### src/rtl/xbus_pkg.sv
package xbus_pkg;

  typedef enum logic [1:0] {
    PH_IDLE   = 2'd0,
    PH_SETUP  = 2'd1,
    PH_STROBE = 2'd2,
    PH_HOLD   = 2'd3
  } phase_e;

  localparam logic [1:0] SZ_BYTE = 2'd0;
  localparam logic [1:0] SZ_HALF = 2'd1;

endpackage

### src/rtl/xbus_csdec.sv
module xbus_csdec #(
  parameter int NUM_CS = 7,
  localparam int SEL_W = $clog2(NUM_CS + 1)
) (
  input  logic [SEL_W-1:0]  region,
  output logic [NUM_CS-1:0] sel_n
);

  for (genvar g = 0; g < NUM_CS; g++) begin : g_sel
    assign sel_n[g] = (region != SEL_W'(g));
  end

endmodule

### src/rtl/xbus_lanes.sv
module xbus_lanes #(
  parameter int CPU_W = 32,
  parameter int BUS_W = 8
) (
  input  logic             clk,
  input  logic             rst,
  input  logic             start,
  input  logic             cap,
  input  logic             adv,
  input  logic             fin_rd,
  input  logic [CPU_W-1:0] wdata,
  input  logic [BUS_W-1:0] din,
  output logic [BUS_W-1:0] dout,
  output logic [CPU_W-1:0] rdata
);

  localparam int SH_W = CPU_W - BUS_W;

  logic [SH_W-1:0]  wq;
  logic [CPU_W-1:0] rq;

  // write lanes leave low byte first; read lanes fill from the bottom
  always_ff @(posedge clk) begin
    if (rst) begin
      wq    <= '0;
      rq    <= '0;
      dout  <= '0;
      rdata <= '0;
    end else begin
      if (start) begin
        dout <= wdata[BUS_W-1:0];
        wq   <= wdata[CPU_W-1:BUS_W];
        rq   <= '0;
      end else if (adv) begin
        dout <= wq[BUS_W-1:0];
        wq   <= wq >> BUS_W;
      end
      if (cap) rq <= {rq[CPU_W-BUS_W-1:0], din};
      if (fin_rd) rdata <= rq;
    end
  end

  // result register moves only on a read completion
  a_r8_rdata_only_at_end: assert property (@(posedge clk) disable iff (rst)
    (!fin_rd && !rst) |=> $stable(rdata));

endmodule

### src/rtl/xbus_fsm.sv
module xbus_fsm
  import xbus_pkg::*;
#(
  parameter int ADDR_W = 16,
  parameter int CPU_W  = 32,
  parameter int BUS_W  = 8,
  localparam int LANES = CPU_W / BUS_W,
  localparam int IDX_W = $clog2(LANES)
) (
  input  logic              clk,
  input  logic              rst,
  input  logic              req,
  input  logic              we,
  input  logic [1:0]        size,
  input  logic [ADDR_W-1:0] addr,
  input  logic              ready,
  output logic [ADDR_W-1:0] req_base,
  output logic              start,
  output logic              cap,
  output logic              adv,
  output logic              fin,
  output logic              fin_rd,
  output logic [ADDR_W-1:0] ext_addr,
  output logic              rd_n,
  output logic              wr_n,
  output logic              oe,
  output logic              done
);

  phase_e           ph;
  logic [IDX_W-1:0] idx, last, req_last;
  logic             wr_q;

  always_comb begin
    case (size)
      SZ_BYTE: req_last = '0;
      SZ_HALF: req_last = IDX_W'(1);
      default: req_last = IDX_W'(LANES - 1);
    endcase
    req_base = addr & ~ADDR_W'(req_last);
  end

  assign start  = (ph == PH_IDLE) && req;
  assign cap    = (ph == PH_STROBE) && ready && !wr_q;
  assign adv    = (ph == PH_HOLD) && (idx != last);
  assign fin    = (ph == PH_HOLD) && (idx == last);
  assign fin_rd = fin && !wr_q;

  always_ff @(posedge clk) begin
    if (rst) begin
      ph       <= PH_IDLE;
      idx      <= '0;
      last     <= '0;
      wr_q     <= 1'b0;
      ext_addr <= '0;
      rd_n     <= 1'b1;
      wr_n     <= 1'b1;
      oe       <= 1'b0;
      done     <= 1'b0;
    end else begin
      done <= 1'b0;
      unique case (ph)
        PH_IDLE: if (req) begin
          ph       <= PH_SETUP;
          idx      <= '0;
          last     <= req_last;
          wr_q     <= we;
          oe       <= we;
          ext_addr <= we ? req_base + ADDR_W'(req_last) : req_base;
        end
        PH_SETUP: begin
          ph   <= PH_STROBE;
          rd_n <= wr_q;
          wr_n <= !wr_q;
        end
        PH_STROBE: if (ready) begin
          ph   <= PH_HOLD;
          rd_n <= 1'b1;
          wr_n <= 1'b1;
        end
        PH_HOLD: if (idx == last) begin
          ph   <= PH_IDLE;
          oe   <= 1'b0;
          done <= 1'b1;
        end else begin
          ph       <= PH_SETUP;
          idx      <= idx + IDX_W'(1);
          ext_addr <= wr_q ? ext_addr - ADDR_W'(1) : ext_addr + ADDR_W'(1);
        end
      endcase
    end
  end

  // never both strobes at once
  a_r11_strobes_exclusive: assert property (@(posedge clk) disable iff (rst)
    !(!rd_n && !wr_n));
  // data driven during write strobes, released during read strobes
  a_r11_drive_on_write: assert property (@(posedge clk) disable iff (rst)
    !wr_n |-> oe);
  a_r11_float_on_read: assert property (@(posedge clk) disable iff (rst)
    !rd_n |-> !oe);
  // a stalled strobe stays low
  a_r7_wait_read: assert property (@(posedge clk) disable iff (rst)
    (!rd_n && !ready) |=> !rd_n);
  a_r7_wait_write: assert property (@(posedge clk) disable iff (rst)
    (!wr_n && !ready) |=> !wr_n);
  // address held through strobe and the following clock
  a_r6_addr_steady: assert property (@(posedge clk) disable iff (rst)
    (!rd_n || !wr_n) |=> $stable(ext_addr));
  // done is a single-clock pulse
  a_r6_done_pulse: assert property (@(posedge clk) disable iff (rst)
    done |=> !done);

endmodule

### src/rtl/xbus_seq.sv
module xbus_seq #(
  parameter int ADDR_W = 16,
  parameter int CPU_W  = 32,
  parameter int BUS_W  = 8,
  parameter int NUM_CS = 7
) (
  input  logic              clk,
  input  logic              rst,
  input  logic              req,
  input  logic              we,
  input  logic [1:0]        size,
  input  logic [ADDR_W-1:0] addr,
  input  logic [CPU_W-1:0]  wdata,
  output logic              done,
  output logic [CPU_W-1:0]  rdata,
  output logic [ADDR_W-1:0] ext_addr,
  output logic [BUS_W-1:0]  ext_dout,
  output logic              ext_oe,
  input  logic [BUS_W-1:0]  ext_din,
  input  logic              ready,
  output logic [NUM_CS-1:0] cs_n,
  output logic              rd_n,
  output logic              wr_n
);

  localparam int SEL_W = $clog2(NUM_CS + 1);

  logic [ADDR_W-1:0] req_base;
  logic [NUM_CS-1:0] dec_n;
  logic start, cap, adv, fin, fin_rd;

  xbus_fsm #(.ADDR_W(ADDR_W), .CPU_W(CPU_W), .BUS_W(BUS_W)) u_fsm (
    .clk(clk), .rst(rst), .req(req), .we(we), .size(size), .addr(addr),
    .ready(ready), .req_base(req_base), .start(start), .cap(cap),
    .adv(adv), .fin(fin), .fin_rd(fin_rd), .ext_addr(ext_addr),
    .rd_n(rd_n), .wr_n(wr_n), .oe(ext_oe), .done(done)
  );

  xbus_lanes #(.CPU_W(CPU_W), .BUS_W(BUS_W)) u_lanes (
    .clk(clk), .rst(rst), .start(start), .cap(cap), .adv(adv),
    .fin_rd(fin_rd), .wdata(wdata), .din(ext_din), .dout(ext_dout),
    .rdata(rdata)
  );

  xbus_csdec #(.NUM_CS(NUM_CS)) u_dec (
    .region(req_base[ADDR_W-1 -: SEL_W]),
    .sel_n (dec_n)
  );

  // chip select held across every byte cycle of one access
  always_ff @(posedge clk) begin
    if (rst)        cs_n <= '1;
    else if (start) cs_n <= dec_n;
    else if (fin)   cs_n <= '1;
  end

  // at most one device selected
  a_r5_cs_onehot: assert property (@(posedge clk) disable iff (rst)
    $onehot0(~cs_n));
  // selects released by the time done is seen
  a_r5_cs_released: assert property (@(posedge clk) disable iff (rst)
    done |-> (&cs_n));

endmodule

### config.mk
export PLATFORM = sky130hd
export DESIGN_NAME = xbus_seq
export DESIGN_NICKNAME = d
export VERILOG_FILES = /design/src/rtl/xbus_pkg.sv /design/src/rtl/xbus_csdec.sv /design/src/rtl/xbus_lanes.sv /design/src/rtl/xbus_fsm.sv /design/src/rtl/xbus_seq.sv
export SDC_FILE = /design/constraint.sdc
export NUM_CORES = 1
export LEC_CHECK = 0
export BUFFER_PORTS_ARGS = -buffer_cell sky130_fd_sc_hd__buf_2
export CAP_MARGIN = 0
export CORE_UTILIZATION = 30
export DETAILED_ROUTE_END_ITERATION = 16
export MAX_ROUTING_LAYER = met4
export SLEW_MARGIN = 20
export SYNTH_ARGS = -nofsm -noshare
export SYNTH_HDL_FRONTEND = slang
export SYNTH_SLANG_ARGS = --single-unit
### constraint.sdc
create_clock -name clk -period 4.6 [get_ports clk]
set_clock_uncertainty 0.15 [all_clocks]
set_input_delay 0.92 -clock clk [delete_from_list [all_inputs] [get_ports clk]]
set_output_delay 0.92 -clock clk [all_outputs]
set_load 0.005 [all_outputs]
# After elaboration in Yosys (flattened, before gate mapping)
# Index checks and enable logic that the tools add are counted.
# W data, S select, Z words.
[word_totals]
ff_bits = 130
inputBits = 63
elab_cells = 86
[op_classes]
add_sub_neg = 4
n_eq_ne = 16
mux = 28
bitwise_logic = 3
n_reduce_logical = 21
[op_table]
columns = ["operator", "count"]
rows = [
  ["$mux W16", 4],
  ["$mux W32", 2],
  ["$mux W24", 2],
  ["$pmux W16 S2", 1],
  ["$add A16 B1 Y16 const B", 1],
  ["$add A16 B2 Y16", 1],
  ["$and A16 B16 Y16", 1],
  ["$mux W8", 2],
  ["$not A2 Y16", 1],
  ["$sub A16 B1 Y16 const B", 1],
  ["$mux W7", 2],
  ["$reduce_bool A2 Y1", 5],
  ["$ne A3 B3 Y1 const B", 3],
  ["$mux W2", 4],
  ["$ne A2 B2 Y1 const B", 4],
  ["$pmux W2 S2", 2],
  ["$pmux W2 S4", 1],
  ["$logic_and A1 B1 Y1", 6],
  ["$ne A3 B2 Y1 const B", 2],
  ["$pmux W1 S2", 3],
  ["$reduce_and A2 Y1", 3],
  ["$reduce_and A3 Y1", 2],
  ["$mux W1", 5],
  ["$eq A2 B1 Y1 const B", 2],
  ["10 further kinds", 12],
]

# Longest topological paths before layout
[depth]
word_depth = 8
ltp_mapped = 8
ltp_nobuf = 8

# Hierarchy
# From an unflattened synthesis, not the netlist that was laid out.
[hier_totals]
hier_cells = 720
area_unflattened_um2 = 6590.1
[modules_own_cells]
columns = ["module", "instances", "cells_each", "area_per_inst_um2", "seq_area_each_um2"]
rows = [
  ["xbus_lanes", 1, 389, 3892.5, 1921.8],
  ["xbus_fsm", 1, 300, 2367.3, 540.5],
  ["xbus_seq", 1, 24, 275.3, 140.1],
  ["xbus_csdec", 1, 7, 55.1, 0.0],
]

# Worst setup path before layout
# No wires, ideal clock.
[synth_timing]
path_type = "register to register"
start = "register u_fsm.wr_q"
end = "register u_fsm.ext_addr[13]"
arrival_ns = 2.227
t_required_ns = 4.347
setup_slack_ns = 2.120
stages_incl_launch_ff = 8
period_less_slack_ns = 2.480
cell_sequence = "dfxtp_1 ha_1 and3_2 a221oi_1 and3_4 o31ai_4 xnor2_1 a2111oi_2"
[synth_between]
elab_chain_cells = 3
[synth_rtl]
columns = ["item", "line_no", "text"]
rows = [
  ["start: declaration", "xbus_fsm.sv:32", "logic wr_q;"],
  ["start signal: assignment", "xbus_fsm.sv:67", "wr_q <= we;"],
  ["$mux W16", "xbus_fsm.sv:88", "ext_addr <= wr_q ? ext_addr - ADDR_W'(1) : ext_addr + ADDR_W'(1);"],
  ["$mux W16", "xbus_fsm.sv:81", "PH_HOLD: if (idx == last) begin"],
  ["$pmux W16 S2", "xbus_fsm.sv:62", "unique case (ph)"],
  ["end signal: assignment", "xbus_fsm.sv:69", "ext_addr <= we ? req_base + ADDR_W'(req_last) : req_base;"],
  ["end signal: assignment", "xbus_fsm.sv:88", ""],
  ["end: declaration", "xbus_fsm.sv:23", "output logic [ADDR_W-1:0] ext_addr,"],
]
# Every way passes these cells. The select of a mux whose other input is x is not followed.
# A chain may end at the register's enable or synchronous reset.

# Worst setup path in the final report
# Ends and elaborated chain as after synthesis.

==> results_dict.tcl <==
set metrics [dict create \
    start_util_pct 30.7 \
    p_int_mw 2.70 \
    drv_cap 0 \
    slew_viol_final 0 \
    fin_crit_ns 3.05 \
    yosys_warnings 0 \
    hold_viol 0 \
    gp_congestion 0.865 \
    max_stage_delay_ns 0.92 \
    synthCells 738 \
    critPathBufInv 0 \
    grt_start_max_net_pins 94 \
    ant_nets 0 \
    yosysSeqAreaShare_pct 43.4 \
    dp_cells 1094 \
    h-tree-depth 4 \
    clock_tree.buffer_depth 2 \
    outcome "complete, no violations" \
    via_per_inst 5.02 \
    synth-main-ff-cell "dfxtp_1" \
    crit_required_ns 4.77 \
    synthArstFlopShare_pct 0 \
    final_cell_mix "nand2_1, dfxtp_1, buf_2" \
    power.net_switching_mw 1.47 \
    grt_pass1_vias 5015 \
    drc 0 \
    start_kind "register" \
    track_usage_pct 16.5 \
    setup_violations 0 \
    ios 130 \
    arrival_ns 3.22 \
    cts_resized 0 \
    overflow 0 \
    tightest_slew_ns 1.04 \
    postCtsSetupRepairBufs 0 \
    rsz0062_at_grt "no" \
    worstRegToRegCells 7 \
    area_delta_synth_final_pct 25.0 \
    first_pass_iters 5 \
    ctsRootBufferMaster "clkbuf_16" \
    clkSinkCount 130 \
    fmaxAchievable_mhz 328 \
    cts_tree "built" \
    vias 5654 \
    totalWireLength_um 16300 \
    synth_cell_type_count 62 \
    cts_buffers 17 \
    criticalPathCategory "register to register" \
    seq_power_share_pct 34.6 \
    timing.final.crit_share_pct 66.3 \
    slew_headroom_pct 30.4 \
    detailed_place.area_um2 6870 \
    wl_per_cell_um 14.5 \
    synth.avg_cell_area_um2 8.13 \
    fin_setup_tns_ns 0 \
    drtIter0Drc 396 \
    cpMaxStageDelayCell "dfxtp_1" \
    worst-path-stages 7 \
    hold_ws_ns 0.300 \
    hp-class "register to register" \
    rows 51 \
    antenna_found_initial 1 \
    num-nets-final 931 \
    drive_gt1_share_pct 20.9 \
    hpwl_um 10900 \
    worstPathCellList "ha_1 -> and3_2 -> a221oi_1 -> and3_4 -> o31ai_4 -> xnor2_1 -> a2111oi_2" \
    n_fill_cell 2077 \
    cp_max_fo 23 \
    pwr-share-comb_pct 30.3 \
    io_buffers 129 \
    fp.dieH_um 143 \
    core_area_um2 19500 \
    power.share.switching_pct 35.3 \
    final_cells 1127 \
    synth_enable_flop_cells 0 \
    die_w_um 143 \
    syn_area_um2 6000 \
    worst_path_dominant_cell_family "flip-flops" \
    clockPowerShare_pct 35.1 \
    grt_pass1_wl_um 25800 \
    final_common_cell "nand2_1" \
    r2r_slack_ns 1.55 \
    m1WireLength_um 7960 \
    ir_drop_mv 0.263 \
    insertion_delay_ns 0.42 \
    power_density_nw_per_um2 556 \
    dieArea_um2 20600 \
    cts_hold_buf 0 \
    hold_depth 2 \
    dr_wl_met2_um 7400 \
    dr_wl_met3_um 757 \
    fin_area_um2 7500 \
    p_leak_nw 3.13 \
    path_clk_slew_ns 0.06 \
    ys_ff_latch 130 \
    syn_nets 821 \
    dr.max_layer_used "met4" \
    setup.worst_path.end_class "register" \
]
## layout make-up
cell class                 instances  area [um^2]  share of cell area [%]
clock buffer                      18          429                    5.72
inverter                           8         30.0                   0.400
timing repair buffer             138          716                    9.54
clock inverter                    14          201                    2.69
multi-input combinational        553         3190                    42.5
sequential                       130         2600                    34.7
antenna                            1         2.50                  0.0334
tap                              265          332                    4.42
## power groups by stage
| stage | logic (mW) | registers, mW | clock network [mW] |
|---|---|---|---|
| floorplan | 0.901 | 1.43 | 0 |
| global placement | 1.25 | 1.47 | 0 |
| detailed placement | 1.27 | 1.47 | 0 |
| CTS | 1.28 | 1.45 | 1.49 |
| global route | 1.42 | 1.47 | 1.54 |
| finish | 1.26 | 1.44 | 1.46 |
## metal layers
| layer | global-route usage (%) | vias up |
|---|---|---|
| met5 | - | - |
| met4 | 5.54 | 0 |
| met3 | 3.20 | 15 |
| met2 | 25.0 | 137 |
| met1 | 21.9 | 2659 |
| li1 | - | 2843 |
## logic make-up (layout without fill, tap and decap cells)
kind of cell,after synthesis,count (layout),share of synthesized area [%]
flops,130,130,43.4
compound gates,198,198,20.5
mux,27,27,4.53
other cells,1,2,0.0625
fa+ha+maj,20,20,4.30
xor+xnor,13,13,1.90
simple gates,294,294,21.5
buf+inv,55,178,3.77
## state kept, by name, summed over array words and instances (netlist names)
signal          flops
u_fsm.ph            2
u_fsm.oe            1
u_lanes.rdata      32
u_fsm.wr_n          1
u_fsm.wr_q          1
u_fsm.rd_n          1
cs_n                7
u_fsm.done          1
u_lanes.wq         24
u_lanes.rq         32
u_lanes.dout        8
u_fsm.last          2
u_fsm.ext_addr     16
u_fsm.idx           2
## cell usage after synthesis, types with 2 or more instances
cell type,n,area [um^2]
nor2_1,54,203
o21bai_1,4,30.0
nor4_1,6,37.5
or2_2,2,12.5
buf_4,3,22.5
a21o_1,6,45.0
nor2b_1,2,12.5
inv_1,8,30.0
a21oi_1,97,485
o32ai_1,2,17.5
nand4_1,3,18.8
ha_1,19,238
nand2b_1,8,50.1
nand3_1,49,245
xor2_1,6,52.6
o211ai_1,4,30.0
and4b_1,2,20.0
o21ai_0,18,90.1
a31oi_1,2,12.5
nand2_1,145,544
xnor2_1,7,61.3
buf_2,3,15.0
a211oi_1,34,255
a21boi_0,2,15.0
dfxtp_1,130,2600
mux2i_1,26,260
and2_1,2,12.5
clkbuf_1,39,146
or3_1,4,25.0
o41ai_1,2,17.5
o31ai_1,4,30.0
nor3_1,8,40.0
o22ai_1,8,50.1
## worst paths after layout
kind                                     start                 end
worst min register to register  u_lanes.rq[30]   u_lanes.rdata[30]
worst min-delay path            u_lanes.rq[30]   u_lanes.rdata[30]
worst max-delay path                u_fsm.wr_q  u_fsm.ext_addr[13]
worst max register to register      u_fsm.wr_q  u_fsm.ext_addr[13]
## worst register-to-register path: cells and delay by family, from the launching register on
family	cells	cell delay (ns)
compound gates	3	0.77
xor+xnor	1	0.15
fa+ha+maj	1	0.46
flops	1	0.92
simple gates	2	0.53
## per-stage QoR
stage / utilization (%) / worst slack, ns / power [mW]
after floorplan: - / 2.12 / 2.33
after global routing: 38.4 / 1.37 / 4.44
after CTS: 38.4 / 1.56 / 4.21
after global placement: 35.2 / 1.63 / 2.72
final: 38.4 / 1.55 / 4.17
after detailed placement: 35.2 / 1.57 / 2.74
Note: power is estimated with default switching activity, not from simulation.
